## src/rtl/rp_pkg.sv

```systemverilog
package rp_pkg;
  typedef enum logic {
    RP_NORMAL   = 1'b0,
    RP_RUNAHEAD = 1'b1
  } rp_mode_e;
endpackage

```

## src/rtl/rp_mode_ctrl.sv

```systemverilog
module rp_mode_ctrl
  import rp_pkg::*;
(
  input  logic clk,
  input  logic rst_n,
  input  logic miss_vld_i,
  input  logic miss_oldest_i,
  input  logic fill_ret_i,
  output logic runahead_o,
  output logic enter_o,
  output logic leave_o
);
  rp_mode_e mode_q, mode_d;
  logic     mode_en;

  always_comb begin
    enter_o = (mode_q == RP_NORMAL) && miss_vld_i && miss_oldest_i;
    leave_o = (mode_q == RP_RUNAHEAD) && fill_ret_i;
    mode_d  = mode_q;
    if (enter_o) mode_d = RP_RUNAHEAD;
    if (leave_o) mode_d = RP_NORMAL;
    mode_en = enter_o || leave_o;
  end

  always_ff @(posedge clk or negedge rst_n) begin
    if (!rst_n)       mode_q <= RP_NORMAL;
    else if (mode_en) mode_q <= mode_d;
  end

  assign runahead_o = (mode_q == RP_RUNAHEAD);
endmodule

```

## src/rtl/rp_poison_file.sv

```systemverilog
module rp_poison_file #(
  parameter int NREGS = 32,
  localparam int AW   = $clog2(NREGS)
) (
  input  logic             clk,
  input  logic             rst_n,
  input  logic             clr_i,
  input  logic             miss_set_i,
  input  logic [AW-1:0]    miss_idx_i,
  input  logic             upd_i,
  input  logic [AW-1:0]    upd_idx_i,
  input  logic             upd_val_i,
  output logic [NREGS-1:0] bits_o
);
  logic [NREGS-1:0] bits_q;
  logic [NREGS-1:0] bits_d;
  logic [NREGS-1:0] bit_en;

  for (genvar g = 0; g < NREGS; g++) begin : g_reg
    logic miss_hit;
    logic upd_hit;

    always_comb begin
      miss_hit  = miss_set_i && (miss_idx_i == AW'(g));
      upd_hit   = upd_i && (upd_idx_i == AW'(g));
      bit_en[g] = clr_i || miss_hit || upd_hit;
      if (clr_i)         bits_d[g] = 1'b0;
      else if (miss_hit) bits_d[g] = 1'b1;
      else               bits_d[g] = upd_val_i;
    end

    always_ff @(posedge clk or negedge rst_n) begin
      if (!rst_n)         bits_q[g] <= 1'b0;
      else if (bit_en[g]) bits_q[g] <= bits_d[g];
    end
  end

  assign bits_o = bits_q;
endmodule

```

## src/rtl/rp_src_lookup.sv

```systemverilog
module rp_src_lookup #(
  parameter int NREGS = 32,
  localparam int AW   = $clog2(NREGS)
) (
  input  logic [NREGS-1:0] bits_i,
  input  logic [AW-1:0]    src1_i,
  input  logic             src1_use_i,
  input  logic [AW-1:0]    src2_i,
  input  logic             src2_use_i,
  output logic             any_inv_o
);
  logic hit1;
  logic hit2;

  always_comb begin
    hit1      = src1_use_i && bits_i[src1_i];
    hit2      = src2_use_i && bits_i[src2_i];
    any_inv_o = hit1 || hit2;
  end
endmodule

```

## src/rtl/runahead_poison_unit.sv

```systemverilog
module runahead_poison_unit #(
  parameter int NREGS = 32,
  localparam int AW   = $clog2(NREGS)
) (
  input  logic             clk,
  input  logic             rst_n,
  input  logic             miss_vld_i,
  input  logic             miss_oldest_i,
  input  logic [AW-1:0]    miss_dst_i,
  input  logic             fill_ret_i,
  input  logic             inst_vld_i,
  input  logic [AW-1:0]    src1_i,
  input  logic             src1_use_i,
  input  logic [AW-1:0]    src2_i,
  input  logic             src2_use_i,
  input  logic [AW-1:0]    dst_i,
  input  logic             dst_wr_i,
  input  logic             is_branch_i,
  output logic             runahead_o,
  output logic             ckpt_take_o,
  output logic             ckpt_restore_o,
  output logic             inst_inv_o,
  output logic             br_unresolved_o,
  output logic [NREGS-1:0] inv_bits_o
);
  logic enter;
  logic leave;
  logic in_ra;
  logic src_inv;
  logic miss_set;
  logic inst_upd;
  logic inst_act;

  rp_mode_ctrl u_mode (
    .clk           (clk),
    .rst_n         (rst_n),
    .miss_vld_i    (miss_vld_i),
    .miss_oldest_i (miss_oldest_i),
    .fill_ret_i    (fill_ret_i),
    .runahead_o    (in_ra),
    .enter_o       (enter),
    .leave_o       (leave)
  );

  rp_src_lookup #(.NREGS(NREGS)) u_lookup (
    .bits_i     (inv_bits_o),
    .src1_i     (src1_i),
    .src1_use_i (src1_use_i),
    .src2_i     (src2_i),
    .src2_use_i (src2_use_i),
    .any_inv_o  (src_inv)
  );

  always_comb begin
    inst_act = in_ra && inst_vld_i;
    inst_upd = inst_act && dst_wr_i;
    miss_set = enter || (in_ra && miss_vld_i);
  end

  rp_poison_file #(.NREGS(NREGS)) u_poison (
    .clk        (clk),
    .rst_n      (rst_n),
    .clr_i      (leave),
    .miss_set_i (miss_set),
    .miss_idx_i (miss_dst_i),
    .upd_i      (inst_upd),
    .upd_idx_i  (dst_i),
    .upd_val_i  (src_inv),
    .bits_o     (inv_bits_o)
  );

  assign runahead_o      = in_ra;
  assign ckpt_take_o     = enter;
  assign ckpt_restore_o  = leave;
  assign inst_inv_o      = inst_act && src_inv;
  assign br_unresolved_o = inst_act && is_branch_i && src_inv;
endmodule

```

## config.mk

```make
export PLATFORM = sky130hd
export DESIGN_NAME = runahead_poison_unit
export DESIGN_NICKNAME = d
export VERILOG_FILES = /design/src/rtl/rp_pkg.sv /design/src/rtl/rp_mode_ctrl.sv /design/src/rtl/rp_poison_file.sv /design/src/rtl/rp_src_lookup.sv /design/src/rtl/runahead_poison_unit.sv
export SDC_FILE = /design/constraint.sdc
export NUM_CORES = 1
export LEC_CHECK = 0
export BUFFER_PORTS_ARGS = -buffer_cell sky130_fd_sc_hd__buf_4
export CAP_MARGIN = 20
export CELL_PAD_IN_SITES_DETAIL_PLACEMENT = 0
export CELL_PAD_IN_SITES_GLOBAL_PLACEMENT = 1
export CORE_MARGIN = 5
export CORE_UTILIZATION = 40
export CTS_CLUSTER_DIAMETER = 150
export DETAILED_ROUTE_END_ITERATION = 10
export PLACE_DENSITY_LB_ADDON = 0.1
export SETUP_SLACK_MARGIN = 0.4
export SYNTH_ARGS = -nofsm -noshare
export SYNTH_HDL_FRONTEND = slang
export SYNTH_HIERARCHICAL = 1
export SYNTH_SLANG_ARGS = --single-unit
export TNS_END_PERCENT = 50
```

## constraint.sdc

```tcl
create_clock -name clk -period 4.6 [get_ports clk]
set_input_delay 0.46 -clock clk [delete_from_list [all_inputs] [get_ports clk]]
set_output_delay 0.46 -clock clk [all_outputs]
set_load 0.05 [all_outputs]
```

==> results of run 1 <==
## cells by family after synthesis
logic type	count (synthesis)	synth area share [%]
flops	33	32.3
compound gates	105	26.7
simple gates	58	18.0
mux	21	17.3
buf+inv	28	5.82
## power by group through the flow
stage | Combinational, mW | Sequential, mW | Clock (mW)
after detailed placement | 0.245 | 0.335 | 0
final | 0.245 | 0.330 | 0.217
after global placement | 0.244 | 0.336 | 0
after floorplan | 0.104 | 0.390 | 0
after CTS | 0.245 | 0.330 | 0.223
after global routing | 0.259 | 0.332 | 0.236
## worst min-delay path by stage
stage / slack, ns / cells past startpoint / to / startpoint
6_report: 0.11 / 1 / u_poison/bits_o[2] / rst_n
4_1_cts: 0.13 / 1 / u_poison/bits_o[2] / rst_n
3_5_place_dp: 0.43 / 1 / u_poison/bits_o[2] / rst_n
5_1_grt: 0.15 / 1 / u_poison/bits_o[6] / rst_n
2_1_floorplan: 0.16 / 0 / u_mode/runahead_o / rst_n
3_3_place_gp: 0.43 / 1 / u_poison/bits_o[2] / rst_n
## cells in the final DEF, fill, tap and decap left out, drive strengths merged, types with 2 or more instances in the layout
cell,instances
buf,66
dfrtp,33
a21oi,32
o21ai,30
a32oi,28
mux4,16
clkbuf,7
nand2b,6
nor2b,5
and4bb,5
and2,5
mux2i,4
nor2,4
nand4bb,4
nand4b,4
and4b,4
a22oi,4
and3,4
or2,3
nand2,3
and4,2
inv,2
nand3,2
o31ai,2
nor4b,2
## per-stage QoR
stage / hold WS [ns] / instances / setup slack [ns] / utilization [%]
global placement: 0.430 / 362 / 1.64 / 47.9
detailed placement: 0.433 / 362 / 1.59 / 47.9
global route: 0.145 / 369 / 1.42 / 49.3
finish: 0.115 / 369 / 1.57 / 49.3
floorplan: 0.164 / 245 / 2.09 / -
CTS: 0.134 / 369 / 1.55 / 49.3
## flip-flops by register name (all words and copies together), names as in the netlist
signal	count
u_mode/runahead_o	1
u_poison/bits_o	32
## final cells by class
type	instances	area share (%)
sequential	33	26.7
clock buffer	7	2.79
timing repair buffer	66	16.0
multi-input combinational	184	51.2
inverter	2	0.243
tap	77	3.11
## routing by layer
| metal | wire length [um] | GRT usage (%) | up-vias | part of all wire [%] |
|---|---|---|---|---|
| met3 | 537 | 3.59 | 4 | 6.7 |
| met4 | 59 | 5.21 | 0 | 0.74 |
| li1 | - | - | 1106 | - |
| met2 | 3780 | 29.1 | 96 | 47 |
| met1 | 3650 | 27.8 | 1208 | 45 |
| met5 | 0 | 0 | - | 0 |
## worst reg2reg max path: stages, from the launching register on
cell and delay, ns:
dfrtp_1 0.42, mux4_1 0.50, mux2_2 0.29, o221ai_2 0.17, o2bb2ai_1 0.36, and3_1 0.45, a32oi_1 0.30, a21oi_1 0.10
==> results by group, run 1 <==
Critical path
  – Crit path kind: flop to output pin
  – Worst Setup SP: u_poison/bits_o[14]
  – Critical path endpoint: inst_inv_o
  – R2r startpoint: u_poison/bits_o[14]
  – Top Family by Delay on Critical Path: multiplexers
  – Critical path cell sequence: mux4_1 -> mux2_2 -> o221ai_2 -> o2bb2ai_1 -> and3_2 -> buf_4
  – Crit Reg-Reg Endpoint: u_poison/bits_o[26]
  – Crit path DAT: 2.57 ns
  – Max stage delay on crit path: 0.50 ns
  – Critical path startpoint category: flop
  – Worst Path Buf+Inv: 1
  – Critical path's slowest cell: mux4_1
  – Worst path depth: 6
  – Req. time, crit path: 4.14 ns
  – Crit Path Max Fanout: 13
  – Reg2reg path depth: 7
  – R2r setup slk: 1.87 ns
  – Setup crit end kind: output pin

CTS
  – Post-CTS Setup Bufs: 0
  – Clock root buffer: clkbuf_8
  – Cts bufs inserted: 5
  – CTS tree: built
  – Longest Clk Path Bufs: 2
  – CTS Sinks: 33
  – H-tree depth: 2
  – CTS Hold Bufs: 0
  – Clk_lat worst skew: 0.27 ns
  – Clock slew at reported path FFs: 0.06 ns
  – Post_cts resized: 0

Power and ir drop
  – Cell Int Power: 0.514 mW
  – Sw power: 0.278 mW
  – Flop pwr share: 41.6%
  – Clock power frac: 27.4%
  – Comb power frac: 30.9%
  – Total power divided by cell area: 256 mW/mm2
  – Peak VDD IR: 0.000114 V
  – Net Sw Frac: 35.1%
  – Final Total Pwr: 0.792 mW
  – Static Leak: 1.31 nW

Yosys
  – Ys async rst share: 100%
  – EDFF count, synth: 0
  – Synth top cells by count: dfrtp_1 (33), a21oi_1 (32), a32oi_1 (28)
  – Post-synth top area share: 32.3%
  – Gate Count Post-Synth: 245
  – Ys Warns: 6
  – Most numerous cell in the Yosys netlist: dfrtp_1
  – Area leader, netlist: dfrtp_1
  – Ys flop type: dfrtp_1
  – Register area share after synthesis: 32.3%
  – Number of library cell types mapped by synthesis: 48
  – Mapped Area: 0.00256 mm2
  – Dominant cells by area after synthesis: dfrtp_1 (32%), a32oi_1 (9.6%), mux4_1 (8.2%)
  – #FFs+latches synth: 33
  – Syn Nets: 275
  – Average size of a mapped cell: 10.4 um2

STA
  – Max-slew headroom: 31.6%
  – Slew @ Worst Pin: 1.03 ns
  – Final hold violations: 0
  – Share of the clock period used by the worst path: 65.9%
  – # setup viols final: 0
  – Slew Limit Fails: 0
  – RSZ-0062 raised after global routing: false
  – Min Tclk post-route: 3.03 ns
  – Max Freq: 330 MHz
  – Final clock skew: 0.00318 ns
  – Total Neg Setup Slack: 0 ns

Cells and area
  – Sequential Area: 826 um2
  – Diode count: 0
  – Nets@finish: 322
  – FILL cells: 593
  – Post-Layout Inst Area: 0.00310 mm2
  – Share of cells above drive strength 1: 32.9%
  – Multi-input gate area: 0.00158 mm2
  – Synth-to-layout area growth: 21.0%

Floorplanning
  – Die X-Extent: 90.0 um
  – Initial Util: 40.8%
  – Die Height: 90.0 um
  – Cell Rows: 29
  – Core area: 0.00628 mm2
  – Die ar.: 0.00810 mm2
  – Boundary pin count: 67

Drt
  – Drt first-iter violations: 296
  – Drt pass-1 iters: 4
  – Vias: 2,414
  – WL/cell: 21.7 um
  – Number of routed nets with antenna violations: 0
  – Vias per cell: 6.54
  – DRC viols: 0
  – Total Wirelength: 8.02 mm

Placed design
  – Detailed placement HPWL: 6.03 mm
  – GP Congestion: 0.783
  – Number of port buffers: 66
  – Placement Cell Area: 0.00301 mm2

GRT
  – Initial antenna violation count: 0
  – Pin count of the biggest net entering global routing: 34
  – Vias in the first global route: 2,340
  – First-pass GRT wire length: 12.6 mm
  – GRT overflow: 0
  – Global Route Usage Sum: 19.1%

Min path
  – Hold Path Class: input port to async pin

Job
  – Max Cap Viol: 0

Status
  – Status: completed
Power figures use the tool's default switching activity.
==> run 2, diff against run 1 <==
Settings changed: CORE_UTILIZATION 40 to 37.
Clock period 4.6 ns to 2.7 ns, I/O delays scaled along.
==> run 2 against run 1 <==
Utilization is 1.4 points higher. Worst setup slack worse by 1.3 ns. Worst hold slack better by 0.056 ns. Clock skew is 0.0053 ns higher. Non-clock buffer count is 17 higher. Routed wire length is 10% higher.
==> results by group, run 2 (synthesis gave the netlist of run 1 again) <==
Power and ir drop
  – Static Leak: 1.42 nW
  – Peak VDD IR: 0.000229 V
  – Total power divided by cell area: 444 mW/mm2

STA
  – RSZ-0062 raised after global routing: true
  – Slew @ Worst Pin: 0.778 ns
  – Max Freq: 405 MHz
  – Slew Limit Fails: 0
  – # setup viols final: 0
  – Hold Slack: 0.171 ns
  – Max-slew headroom: 47.4%
  – Final hold violations: 0
  – Min Tclk post-route: 2.47 ns
  – Share of the clock period used by the worst path: 91.5%
  – Total Neg Setup Slack: 0 ns
  – Final clock skew: 0.00844 ns

CTS
  – Longest Clk Path Bufs: 2
  – Clk_lat worst skew: 0.28 ns
  – Cts bufs inserted: 5
  – Clock root buffer: clkbuf_8
  – CTS Sinks: 33
  – CTS tree: built
  – H-tree depth: 2
  – Clock slew at reported path FFs: 0.07 ns

Floorplanning
  – Die Height: 93.2 um
  – Initial Util: 37.9%
  – Die X-Extent: 93.2 um
  – Cell Rows: 30
  – Core area: 0.00676 mm2
  – Die ar.: 0.00868 mm2
  – Boundary pin count: 67

GRT
  – First-pass GRT wire length: 13.7 mm
  – Global Route Usage Sum: 20.5%
  – Vias in the first global route: 2,518
  – Pin count of the biggest net entering global routing: 34
  – Initial antenna violation count: 0
  – GRT overflow: 0

Cells and area
  – Synth-to-layout area growth: 33.9%
  – Diode count: 0
  – Most common cell after layout, fill and taps aside: buf_4
  – Max reg flops: 32
  – Post-Route Utilization: 50.7%
  – Share of cells above drive strength 1: 51.1%
  – Post-Layout Inst Area: 0.00343 mm2
  – FILL cells: 633
  – Final std cells w/o fill: 391
  – Nets@finish: 340
  – Most frequent cells in the layout: buf_4 (79), a21oi_1 (30), o21ai_0 (27), dfrtp_2 (24), a32oi_1 (19)

Placed design
  – GP Congestion: 0.825
  – Detailed placement HPWL: 6.46 mm
  – Inst Count DP: 369
  – Placement Cell Area: 0.00307 mm2
  – Number of port buffers: 66

Drt
  – Vias per cell: 6.62
  – Vias: 2,589
  – DRC viols: 0
  – Number of routed nets with antenna violations: 0
  – Total Wirelength: 8.83 mm
  – WL/cell: 22.6 um
  – Drt first-iter violations: 245
  – Drt pass-1 iters: 5

Critical path
  – R2r setup slk: 0.35 ns
  – Crit path kind: flop to output pin
  – Crit path DAT: 2.20 ns
  – Crit Path Max Fanout: 4
  – Critical path startpoint category: flop
  – R2r startpoint: u_poison/bits_o[3]
  – Setup crit end kind: output pin
  – Reg2reg path depth: 8
  – Req. time, crit path: 2.43 ns
  – Crit Reg-Reg Endpoint: u_poison/bits_o[23]

Min path
  – Hold path endpoint: u_mode/runahead_o
  – Hold Path Class: input port to flop
  – Hold_sp: fill_ret_i
  – Hold Path Depth: 2

Status
  – Status: completed

Job
  – Max Cap Viol: 0
==> run 2: cell types whose count changed in the layout (fill, tap and decap cells not counted), sizes merged <==
cell	delta
buf	+16
dlygate4sd3	+1
and3	+1
bufinv	+1
==> run 2: worst max-delay path by stage <==
stage,startpoint,end,slack [ns]
floorplan,u_poison/bits_o[7],u_poison/bits_o[3],0.41
global placement,src2_i[0],u_poison/bits_o[11],0.25
detailed placement,src2_i[0],u_poison/bits_o[15],0.26
CTS,u_poison/bits_o[3],br_unresolved_o,0.19
global route,u_poison/bits_o[3],br_unresolved_o,0.17
finish,u_poison/bits_o[3],br_unresolved_o,0.23
==> run 2: critical path, stage by stage (launching register included) <==
cell and delay [ns]:
dfrtp_2 0.42, mux4_2 0.48, o22a_1 0.26, o221ai_4 0.21
o2bb2ai_4 0.12, buf_6 0.14, and4_4 0.14, buf_6 0.15
==> run 2: layout make-up <==
type                    count  area, um2  area share (%)
multi-input cells         185       1710            49.8
repair buffers             83        641            18.7
well taps                  80        100            2.92
inverters                   2       7.51           0.219
clock buffers               7       86.3            2.52
flip-flops and latches     33        856            25.0
clock inverters             1       30.0           0.877
==> run 2: timing repair <==
item	CTS	global route
gates cloned	0	1
endpoints found under the hold margin	33	0
hold buffers	1	0
resized for setup	11	14
buffers inserted	11	1
setup endpoints to repair	11	25
pin swaps	5	12
==> run 2: routing by layer <==
metal | GRT usage (%) | wire, um | vias up
li1 | - | - | 1138
met2 | 32.9 | 4050 | 160
met5 | 0 | 0 | -
met3 | 3.78 | 718 | 21
met1 | 28.0 | 3860 | 1270
met4 | 6.96 | 193 | 0
==> run 2: power breakdown <==
group	leakage, nW	internal, mW	switching [mW]	total (mW)
combinational	0.951	0.178	0.292	0.470
sequential	0.415	0.528	0.0381	0.567
clock	0.0585	0.301	0.185	0.486
total	1.42	1.01	0.515	1.52
==> run 2: through the flow <==
stage | worst slack (ns) | power, mW
floorplan | 0.412 | 0.852
global placement | 0.245 | 1.00
detailed placement | 0.261 | 1.00
CTS | 0.194 | 1.52
global route | 0.169 | 1.59
finish | 0.228 | 1.52
==> run 3, diff against run 2 <==
Settings changed: RECOVER_POWER set to 50.
==> run 3 against run 2 <==
Total power fell by 0.77%. Clock power barely moved. Final area down 1.9%. First-iteration DRC count rose by 15%. Worst hold slack got worse by 0.0011 ns. Clock skew about the same. Register-to-register slack barely moved. Flip-flop and latch count unchanged.
==> results by group, run 3 (synthesis gave the netlist of run 1 again) <==
Critical path
  – Crit Path Max Fanout: 4
  – Setup crit end kind: output pin
  – Most used cell, CP: buf_6
  – Crit path DAT: 2.20 ns
  – Max stage delay on crit path: 0.48 ns
  – Critical path startpoint category: flop
  – Worst Path Buf+Inv: 2
  – R2r setup slk: 0.36 ns
  – Critical path's slowest cell: mux4_2
  – Reg2reg path depth: 8
  – R2r startpoint: u_poison/bits_o[3]
  – Critical path cell sequence: mux4_2 -> o22a_1 -> o221ai_4 -> o2bb2ai_4 -> buf_6 -> and4_4 -> buf_6
  – Crit Reg-Reg Endpoint: u_poison/bits_o[23]
  – Crit path kind: flop to output pin
  – Req. time, crit path: 2.43 ns
  – Top Family by Delay on Critical Path: compound AO/OA/AOI/OAI gates

CTS
  – Longest Clk Path Bufs: 2
  – H-tree depth: 2
  – Clock slew at reported path FFs: 0.07 ns
  – CTS Sinks: 33
  – CTS tree: built
  – Cts bufs inserted: 5
  – Clk_lat worst skew: 0.28 ns
  – Clock root buffer: clkbuf_8

Floorplanning
  – Initial Util: 37.9%
  – Boundary pin count: 67
  – Die Height: 93.2 um
  – Cell Rows: 30
  – Die X-Extent: 93.2 um
  – Core area: 0.00676 mm2
  – Die ar.: 0.00868 mm2

Power and ir drop
  – Cell Int Power: 0.994 mW
  – Flop pwr share: 37.5%
  – Peak VDD IR: 0.000229 V
  – Static Leak: 1.35 nW
  – Total power divided by cell area: 449 mW/mm2
  – Sw power: 0.516 mW
  – Clock power frac: 32.2%
  – Final Total Pwr: 1.51 mW
  – Comb power frac: 30.3%
  – Net Sw Frac: 34.2%

Drt
  – Metal-1 WL: 4.04 mm
  – Drt pass-1 iters: 5
  – Met3 WL: 562 um
  – Vias per cell: 6.53
  – Metal2 WL: 4.11 mm
  – Drt first-iter violations: 282
  – Number of routed nets with antenna violations: 0
  – Total Wirelength: 8.89 mm
  – DRC viols: 0
  – Vias: 2,554
  – Top layer reached by signal wires: met4
  – WL/cell: 22.7 um

Cells and area
  – Max reg flops: 32
  – Most frequent cells in the layout: buf_4 (62), a21oi_1 (30), o21ai_0 (27), dfrtp_2 (24), a32oi_1 (19)
  – Nets@finish: 340
  – Most common cell after layout, fill and taps aside: buf_4
  – Share of cells above drive strength 1: 45.7%
  – Synth-to-layout area growth: 31.4%
  – Post-Layout Inst Area: 0.00336 mm2
  – Diode count: 0
  – Final std cells w/o fill: 391

Min path
  – Hold path endpoint: u_mode/runahead_o
  – Hold Path Class: input port to flop
  – Hold_sp: fill_ret_i
  – Hold Path Depth: 2

Placed design
  – GP Congestion: 0.825
  – Placement Cell Area: 0.00307 mm2
  – Number of port buffers: 66
  – Detailed placement HPWL: 6.46 mm
  – Inst Count DP: 369

STA
  – Min Tclk post-route: 2.47 ns
  – Max Freq: 404 MHz
  – Final hold violations: 0
  – Final clock skew: 0.00823 ns
  – Max-slew headroom: 44.6%
  – Total Neg Setup Slack: 0 ns
  – Slew Limit Fails: 0
  – RSZ-0062 raised after global routing: true
  – Share of the clock period used by the worst path: 91.6%
  – Slew @ Worst Pin: 0.820 ns
  – # setup viols final: 0

Status
  – Status: completed

Job
  – Max Cap Viol: 0

GRT
  – Vias in the first global route: 2,518
  – Pin count of the biggest net entering global routing: 34
  – Global Route Usage Sum: 20.5%
  – GRT overflow: 0
  – First-pass GRT wire length: 13.7 mm
  – Initial antenna violation count: 0
==> run 3: cell types whose count changed in the layout (fill, tap and decap cells not counted) <==
cell | previous run | this run
buf_4 | 79 | 62
clkbuf_1 | 1 | 18
==> run 3: power groups by stage <==
stage                     clock network (mW)  logic, mW  registers [mW]
after floorplan                            0      0.183           0.669
after CTS                              0.497      0.459           0.566
after global placement                     0      0.425           0.577
after global routing                   0.523      0.484           0.571
final                                  0.487      0.457           0.566
after detailed placement                   0      0.425           0.578
==> run 3: what timing repair did <==
item / CTS / global route
endpoints found under the setup margin: 11 / 25
cloned: 0 / 1
buffers inserted: 11 / 1
hold buffers: 1 / 0
pin swaps: 5 / 12
gates resized for setup: 11 / 14
endpoints found under the hold margin: 33 / 0
==> run 3: layout make-up <==
| type | instances | area [um2] |
|---|---|---|
| Inverter | 2 | 7.51 |
| Tap cell | 80 | 100 |
| Fill cell | 644 | 3390 |
| Timing Repair Buffer | 83 | 577 |
| Clock buffer | 7 | 86.3 |
| Sequential cell | 33 | 856 |
| Multi-Input combinational cell | 185 | 1710 |
| Clock inverter | 1 | 30.0 |
==> run 3: stage by stage <==
stage          setup slack (ns)  utilization [%]  hold WS, ns
2_1_floorplan             0.412                -      -0.0256
3_3_place_gp              0.245             45.5        0.245
3_5_place_dp              0.261             45.5        0.244
4_1_cts                   0.194             49.5        0.161
5_1_grt                   0.166             49.8        0.159
6_report                  0.226             49.8        0.170
==> run 3: worst max path at each step <==
stage	start	to	slack (ns)	depth (start not counted)
2_1_floorplan	u_poison/bits_o[7]	u_poison/bits_o[3]	0.41	9
3_3_place_gp	src2_i[0]	u_poison/bits_o[11]	0.25	9
3_5_place_dp	src2_i[0]	u_poison/bits_o[15]	0.26	9
4_1_cts	u_poison/bits_o[3]	br_unresolved_o	0.19	7
5_1_grt	u_poison/bits_o[17]	br_unresolved_o	0.17	7
6_report	u_poison/bits_o[3]	br_unresolved_o	0.23	7
==> run 3: routing by layer <==
metal	global-route usage (%)	vias to the layer above
li1	-	1139
met1	28.0	1280
met2	32.9	118
met3	3.78	17
met4	6.96	0
met5	0	-
